**src/rtl/fstk_pkg.sv**
```systemverilog
package fstk_pkg;

  typedef enum logic [2:0] {
    OP_NOP   = 3'd0,
    OP_PUSH  = 3'd1,
    OP_POP   = 3'd2,
    OP_READ  = 3'd3,
    OP_WRITE = 3'd4,
    OP_FOLD  = 3'd5
  } stk_op_e;

  // physical slot of a relative position on a ring of n registers
  function automatic int unsigned ring_slot(input int unsigned top,
                                            input int unsigned rel,
                                            input int unsigned n);
    return (top + rel) % n;
  endfunction

  // slot one below the top on the ring (push target)
  function automatic int unsigned ring_below(input int unsigned top,
                                             input int unsigned n);
    return (top + n - 1) % n;
  endfunction

endpackage

```
**src/rtl/fstk_tagfile.sv**
```systemverilog
module fstk_tagfile #(
  parameter int NREG = 8,
  parameter int PW   = $clog2(NREG)
) (
  input  logic            clk,
  input  logic            rst_n,
  input  logic            set_en,
  input  logic [PW-1:0]   set_idx,
  input  logic            clr_en,
  input  logic [PW-1:0]   clr_idx,
  output logic [NREG-1:0] valid_o
);

  for (genvar g = 0; g < NREG; g++) begin : g_tag
    always_ff @(posedge clk or negedge rst_n) begin
      if (!rst_n)
        valid_o[g] <= 1'b0;
      else if (set_en && set_idx == PW'(g))
        valid_o[g] <= 1'b1;
      else if (clr_en && clr_idx == PW'(g))
        valid_o[g] <= 1'b0;
    end
  end

endmodule

```
**src/rtl/fstk_datafile.sv**
```systemverilog
module fstk_datafile #(
  parameter int NREG = 8,
  parameter int DW   = 80,
  parameter int PW   = $clog2(NREG)
) (
  input  logic          clk,
  input  logic          rst_n,
  input  logic          we,
  input  logic [PW-1:0] widx,
  input  logic [DW-1:0] wdata,
  input  logic [PW-1:0] ra_idx,
  input  logic [PW-1:0] rb_idx,
  output logic [DW-1:0] ra_data,
  output logic [DW-1:0] rb_data
);

  logic [DW-1:0] mem [NREG];

  for (genvar g = 0; g < NREG; g++) begin : g_reg
    always_ff @(posedge clk or negedge rst_n) begin
      if (!rst_n)
        mem[g] <= '0;
      else if (we && widx == PW'(g))
        mem[g] <= wdata;
    end
  end

  assign ra_data = mem[ra_idx];
  assign rb_data = mem[rb_idx];

endmodule

```
**src/rtl/fstk_ctrl.sv**
```systemverilog
module fstk_ctrl #(
  parameter int NREG = 8,
  parameter int DW   = 80,
  localparam int PW  = $clog2(NREG)
) (
  input  logic          clk,
  input  logic          rst_n,
  input  logic [2:0]    op_i,
  input  logic [PW-1:0] idx_i,
  input  logic [DW-1:0] wdata_i,
  output logic [DW-1:0] rda_o,
  output logic [DW-1:0] rdb_o,
  output logic [PW-1:0] top_o,
  output logic          ovf_o,
  output logic          unf_o
);
  import fstk_pkg::*;

  logic [PW-1:0]   top_q, top_d;
  logic [NREG-1:0] valid;
  logic [PW-1:0]   slot_a, slot_up, slot_dn;

  // named internal events
  logic is_push, is_pop, is_read, is_write, is_fold;
  logic push_ok, push_ovf, pop_ok, pop_unf, read_unf, fold_ok, fold_unf;
  logic wr_en, clr_en;
  logic [PW-1:0] wr_idx;
  logic ovf_q, unf_q;

  assign slot_a  = PW'(ring_slot(int'(top_q), int'(idx_i), NREG));
  assign slot_up = PW'(ring_slot(int'(top_q), 1, NREG));
  assign slot_dn = PW'(ring_below(int'(top_q), NREG));

  assign is_push  = (op_i == OP_PUSH);
  assign is_pop   = (op_i == OP_POP);
  assign is_read  = (op_i == OP_READ);
  assign is_write = (op_i == OP_WRITE);
  assign is_fold  = (op_i == OP_FOLD);

  assign push_ovf = is_push &&  valid[slot_dn];
  assign push_ok  = is_push && !valid[slot_dn];
  assign pop_unf  = is_pop  && !valid[top_q];
  assign pop_ok   = is_pop  &&  valid[top_q];
  assign read_unf = is_read && !valid[slot_a];
  assign fold_ok  = is_fold &&  valid[top_q] && valid[slot_up];
  assign fold_unf = is_fold && !fold_ok;

  assign wr_en  = push_ok || is_write || fold_ok;
  assign clr_en = pop_ok || fold_ok;

  always_comb begin
    if (push_ok)       wr_idx = slot_dn;
    else if (is_write) wr_idx = slot_a;
    else               wr_idx = slot_up;
  end

  always_comb begin
    top_d = top_q;
    if (push_ok)               top_d = slot_dn;
    else if (pop_ok || fold_ok) top_d = slot_up;
  end

  always_ff @(posedge clk or negedge rst_n) begin
    if (!rst_n) begin
      top_q <= '0;
      ovf_q <= 1'b0;
      unf_q <= 1'b0;
    end else begin
      top_q <= top_d;
      ovf_q <= push_ovf;
      unf_q <= pop_unf || read_unf || fold_unf;
    end
  end

  fstk_tagfile #(.NREG(NREG), .PW(PW)) u_tags (
    .clk     (clk),
    .rst_n   (rst_n),
    .set_en  (wr_en),
    .set_idx (wr_idx),
    .clr_en  (clr_en),
    .clr_idx (top_q),
    .valid_o (valid)
  );

  fstk_datafile #(.NREG(NREG), .DW(DW), .PW(PW)) u_data (
    .clk     (clk),
    .rst_n   (rst_n),
    .we      (wr_en),
    .widx    (wr_idx),
    .wdata   (wdata_i),
    .ra_idx  (slot_a),
    .rb_idx  (slot_up),
    .ra_data (rda_o),
    .rb_data (rdb_o)
  );

  assign top_o = top_q;
  assign ovf_o = ovf_q;
  assign unf_o = unf_q;


  push_top_chk: assert property (@(posedge clk) disable iff (!rst_n)
    push_ok |=> (top_q == $past(top_q) - PW'(1)) && valid[top_q]);


  no_overflow_chk: assert property (@(posedge clk) disable iff (!rst_n)
    push_ovf |=> (top_q == $past(top_q)) && ovf_o && (valid == $past(valid)));


  pop_top_chk: assert property (@(posedge clk) disable iff (!rst_n)
    pop_ok |=> (top_q == $past(top_q) + PW'(1)) && !valid[$past(top_q)]);


  underflow_hold_chk: assert property (@(posedge clk) disable iff (!rst_n)
    (pop_unf || read_unf) |=> unf_o && $stable(top_q) && $stable(valid));


  fold_result_chk: assert property (@(posedge clk) disable iff (!rst_n)
    fold_ok |=> valid[top_q] && (top_q == $past(top_q) + PW'(1)) && (rda_o == $past(wdata_i) || idx_i != '0));


  flag_excl_chk: assert property (@(posedge clk) disable iff (!rst_n)
    !(ovf_o && unf_o));

endmodule

```
**config.mk**
```make
export PLATFORM = sky130hd
export DESIGN_NAME = fstk_ctrl
export DESIGN_NICKNAME = d
export VERILOG_FILES = /design/src/rtl/fstk_pkg.sv /design/src/rtl/fstk_tagfile.sv /design/src/rtl/fstk_datafile.sv /design/src/rtl/fstk_ctrl.sv
export SDC_FILE = /design/constraint.sdc
export NUM_CORES = 1
export LEC_CHECK = 0
export ABC_AREA = 1
export CORE_UTILIZATION = 47
export CTS_BUF_LIST = sky130_fd_sc_hd__clkbuf_2 sky130_fd_sc_hd__clkbuf_4 sky130_fd_sc_hd__clkbuf_8
export CTS_CLUSTER_SIZE = 8
export DETAILED_ROUTE_END_ITERATION = 12
export DONT_BUFFER_PORTS = 1
export PLACE_DENSITY = 0.59
export SYNTH_ARGS = -nofsm -noshare
export SYNTH_HDL_FRONTEND = slang
export SYNTH_SLANG_ARGS = --single-unit
export TNS_END_PERCENT = 1
```
**constraint.sdc**
```tcl
create_clock -name clk -period 8.2 [get_ports clk]
set_input_delay 0.82 -clock clk [delete_from_list [all_inputs] [get_ports clk]]
set_output_delay 0.82 -clock clk [all_outputs]
set_load 0.005 [all_outputs]
```
==> results.cfg, run 1 <==
[yosys]
synth_edf_count = 0
syn_area_um2 = 41120
yosysTopAreaCellShare_pct = 39.74
yosysSeqAreaShare_pct = 39.74
synth_seq_cells = 653
synth_cells = 5600
synth.avg_cell_area_um2 = 7.342
synth_ff_type = dfrtp_1
synth_cell_types = 32
synth_top_area_cell = dfrtp_1
syn_nets = 5697
async_flop_share_pct = 100.0
yosys_warnings = 0
synth.area.top_cells = dfrtp_1, o21bai_1, nand2_1

[final_layout]
multiInputGateArea_um2 = 19760
area_delta_synth_final_pct = 5.678
final_cell_mix = nand2_1, nand3_1, inv_1
layout_commonest_cell = nand2_1
final_nets = 5261
regArea_um2 = 16340
final_core_util_pct = 50.09
nFillCells = 8687
drive_gt1_share_pct = 5.781

[route]
viasPerCell = 6.037
wl_per_cell_um = 22.52
wl_um = 144500
drc_errors = 0
drt_iter0_drc = 3889
vias = 38740
drtPass1Iterations = 6
ant_nets = 0

[timing]
whs_ns = -0.02989
slew_headroom_pct = 24.46
tightest_slew_ns = 1.133
final_hold_viol_count = 13
fmax_ghz = 0.1653
maxSlewViolCount = 0
setup_slack_ns = 2.150
rsz0062_at_grt = false
post-route-min-period_ns = 6.050
final.setup_skew_ns = 0.02657
period_share_pct = 73.79
finalSetupViolations = 0
setup_tns_ns = 0

[clock_network]
clk_pin_slew_ns = 0.06
post_cts_resized = 0
cts_tree = yes
clk_path_buf_depth = 3
clkLatencyLatePin_ns = 0.78
post_cts_buffers = 0
cts_sinks = 653
numCtsBuffers = 121
cts-root-buf = clkbuf_8
htreeDepth = 3

[floorplan]
die_w_um = 297.8
row_count = 108
core_area_um2 = 86750
dieArea_um2 = 88670
io_pins = 253
start_util_pct = 47.40
die_h_um = 297.8

[placement]
port_buffers = 0
dp.final_hpwl_um = 69110
place_ws_ns = 2.321
place.gp.congestion = 0.8085

[global_route]
grt_pass1_vias = 37480
grt_pass1_wl_um = 225300
grt_overflow = 0
grt_antenna_before_repair = 1
grt_max_degree = 654
grt_util_all_layers_pct = 31.91

[min_path]
min_path_type = in -> async

[outcome]
status = finished with violations
violations = negative hold slack

[worst_setup_path]
critPathLaunchType = flop
crit_start = top_o[0]
rr_startpoint = top_o[0]
crit_required_ns = 7.38
worstPathArrival_ns = 5.23
crit_type = reg -> out
critPathCaptureType = primary output
cp_max_fo = 92

[job]
cap_violations = 0
## cell usage after synthesis (4+ instances only)
library cell,instances
a221oi_1,80
o21ai_1,8
clkbuf_1,345
buf_1,49
nand2_2,7
a31oi_1,160
nand2_4,4
a21oi_1,564
nand4_1,4
nand2_1,938
dfrtp_1,653
buf_4,17
a211oi_1,80
inv_1,660
nand3_1,670
buf_2,186
o21bai_1,640
ha_1,8
o21ai_0,488
clkbuf_2,10
inv_2,12
## final cells by class
type                    instances  share of cell area [%]
clock buffers                 198                   5.811
diodes                          2                 0.01152
flip-flops and latches        653                   37.62
well taps                    1155                   3.326
inverters                     673                   5.929
repair buffers                 49                   1.405
multi-input cells            3666                   45.48
clock inverters                20                  0.4175
## registers in the layout, indices dropped and copies added (netlist names)
signal / cells
unf_o: 1
u_data.mem: 640
ovf_o: 1
top_o: 3
u_tags.valid_o: 8
## per-stage QoR
step,cell area [um^2],std cells
detailed placement,40630,6192
CTS,43340,6410
global placement,40630,6192
finish,43450,6416
global route,43450,6416
floorplan,41120,5600
## final timing paths
kind | to | slack [ns] | cells past startpoint
setup / recovery | rdb_o[39] | 2.15 | 7
hold / removal | u_data.mem[583] | -0.03 | 1
setup reg to reg | u_data.mem[413] | 2.18 | 12
hold reg to reg | u_tags.valid_o[3] | 0.54 | 2
max in group asynchronous | top_o[0] | 6.49 | 2
min in group clk | u_data.mem[158] | 0.17 | 2
## logic make-up (layout without fill, tap and decap cells)
| logic type | after synthesis | after routing | share of synthesized area (%) |
|---|---|---|---|
| xor+xnor | 1 | 1 | 0.02131 |
| compound gates | 2023 | 2023 | 30.28 |
| fa+ha+maj | 9 | 9 | 0.2921 |
| buf+inv | 1281 | 940 | 12.46 |
| flops | 653 | 653 | 39.74 |
| other cells | 0 | 2 | 0 |
| simple gates | 1633 | 1633 | 17.21 |
## critical path, cell delays in order, from the launching register on
cell      delay, ns
dfrtp_4        0.96
buf_4          0.87
ha_1           0.32
ha_1           0.28
clkinv_4       0.36
buf_4          0.80
a221oi_1       0.10
a31oi_1        0.67
## routing by layer
metal	track usage [%]	wire [um]	vias up
li1	-	-	17960
met1	44.85	64190	18900
met2	50.47	65430	1660
met3	5.827	11790	219
met4	8.376	3111	0
met5	0	0	-
Power of run 1 is left out: the tool's default activity adds up to more than one toggle a clock period on the data nets, which glitch-free logic cannot reach.
==> run 2, diff against run 1 <==
Settings changed: PLACE_DENSITY 0.59 to 0.61.
Clock period 8.2 ns to 5.1 ns, I/O delays scaled along.
==> run 2 against run 1 <==
Critical endpoint is now rdb_o[35]. Highest routed layer is now met5. Cell area increased by 3.0%. The run ends with negative hold slack, max-slew violations left. Worst setup slack got worse by 1.8 ns. Die area unchanged. Final cell count grew 1.9%. Global-route usage rose by 0.85 points. Count of clock-buffer cells in the layout rose by 11. Core utilization is 1.5 points higher. Non-clock buffer count grew 111.
==> results.cfg, run 2 (synthesized netlist as in run 1, its figures left out) <==
[final_layout]
drive_gt1_share_pct = 6.270
final_nets = 5381
nFillCells = 8555
multiInputGateArea_um2 = 19760
fin_area_um2 = 44740
top_register = u_data.mem
layout_commonest_cell = nand2_1
layout.cells.non_filler = 6538
largest_register_ffs = 640
area_delta_synth_final_pct = 8.807
final_cell_mix = nand2_1, nand3_1, inv_1
regArea_um2 = 16340

[route]
vias = 39540
ant_nets = 0
wl_um = 147000
drtPass1Iterations = 6
viasPerCell = 6.047
drc_errors = 0
wl_per_cell_um = 22.49
drt_iter0_drc = 4065

[timing]
final_hold_viol_count = 653
fmax_ghz = 0.2084
finalSetupViolations = 0
period_share_pct = 94.07
setup_tns_ns = 0
whs_ns = -0.5685
slew_headroom_pct = -33.63
tightest_slew_ns = 2.004
rsz0062_at_grt = false
post-route-min-period_ns = 4.797
final.setup_skew_ns = 0.03924
maxSlewViolCount = 226

[outcome]
violations = negative hold slack, max-slew violations
status = finished with violations

[job]
cap_violations = 0

[floorplan]
die_w_um = 297.8
dieArea_um2 = 88670
io_pins = 253
die_h_um = 297.8
row_count = 108
start_util_pct = 47.40
core_area_um2 = 86750

[worst_setup_path]
worstPathArrival_ns = 4.29
max_stage_delay_ns = 0.69
cp_common_cell = inv_8
crit_required_ns = 4.59
worst-path-stages = 7
rrSetupSlack_ns = 0.83
critPathLaunchType = flop
cp_max_fo = 144
r2r_cells = 12
rr_startpoint = top_o[1]
r2r_end = u_data.mem[148]
cp_top_family = buffers and inverters
crit_start = top_o[0]
crit_type = reg -> out
critPathCaptureType = primary output
crit_slowest_cell = a31oi_1
path_buf_inv = 4
cp_cell_sequence = inv_8, ha_4, inv_8, buf_12, a221oi_1, a31oi_1, buf_4

[clock_network]
post_cts_buffers = 0
clk_pin_slew_ns = 0.05
ctsHoldBuffers = 83
cts-root-buf = clkbuf_8
numCtsBuffers = 130
post_cts_resized = 0
htreeDepth = 4
cts_sinks = 653
clkLatencyLatePin_ns = 0.82
cts_tree = yes
clk_path_buf_depth = 3

[global_route]
grt_antenna_before_repair = 10
grt_util_all_layers_pct = 32.76
grt_pass1_wl_um = 230000
grt_overflow = 0
grt_pass1_vias = 38550
grt_max_degree = 654

[placement]
place.gp.congestion = 0.8150
port_buffers = 0
placed_area_um2 = 41150
dp_cells = 6224
dp.final_hpwl_um = 72430

[min_path]
min_path_type = in -> async
## run 2: cell count changes in the layout (fill, tap and decap cells not counted), moves of 6 or more
cell / change
buf_4: +10
clkinv_2: -7
buf_12: +22
clkbuf_4: +7
dlygate4sd3_1: +83
diode_2: +6
## run 2: worst max path at each step
stage	to	slack, ns
4_1_cts	rda_o[37]	0.34
3_3_place_gp	u_data.mem[477]	0.90
3_5_place_dp	u_data.mem[157]	0.88
2_1_floorplan	rdb_o[39]	1.58
6_report	rdb_o[35]	0.30
5_1_grt	rda_o[37]	0.08
## run 2: area by class of cell
type | instances | area share (%)
diodes | 8 | 0.04475
clock buffers | 209 | 5.884
clock inverters | 14 | 0.2433
inverters | 673 | 5.758
multi-input cells | 3666 | 44.18
flip-flops and latches | 653 | 36.53
well taps | 1155 | 3.230
repair buffers | 160 | 4.128
## run 2: metrics by stage
| step | hold slack, ns | setup WS [ns] | utilization (%) |
|---|---|---|---|
| global route | -0.6236 | 0.07621 | 51.56 |
| finish | -0.5685 | 0.3026 | 51.57 |
| CTS | -0.6239 | 0.3365 | 51.55 |
| detailed placement | 0.2565 | 0.8837 | 47.43 |
| global placement | 0.2625 | 0.9036 | 47.43 |
| floorplan | 0.2144 | 1.583 | - |
## run 2: routing by layer
layer	global-route usage [%]	share of wire (%)	up-vias
met5	0	0.024	-
met4	11.47	2.6	6
met3	7.117	8.6	269
met2	51.27	46	1717
met1	44.68	43	19320
li1	-	-	18230
Power of run 2 is left out for the same reason.
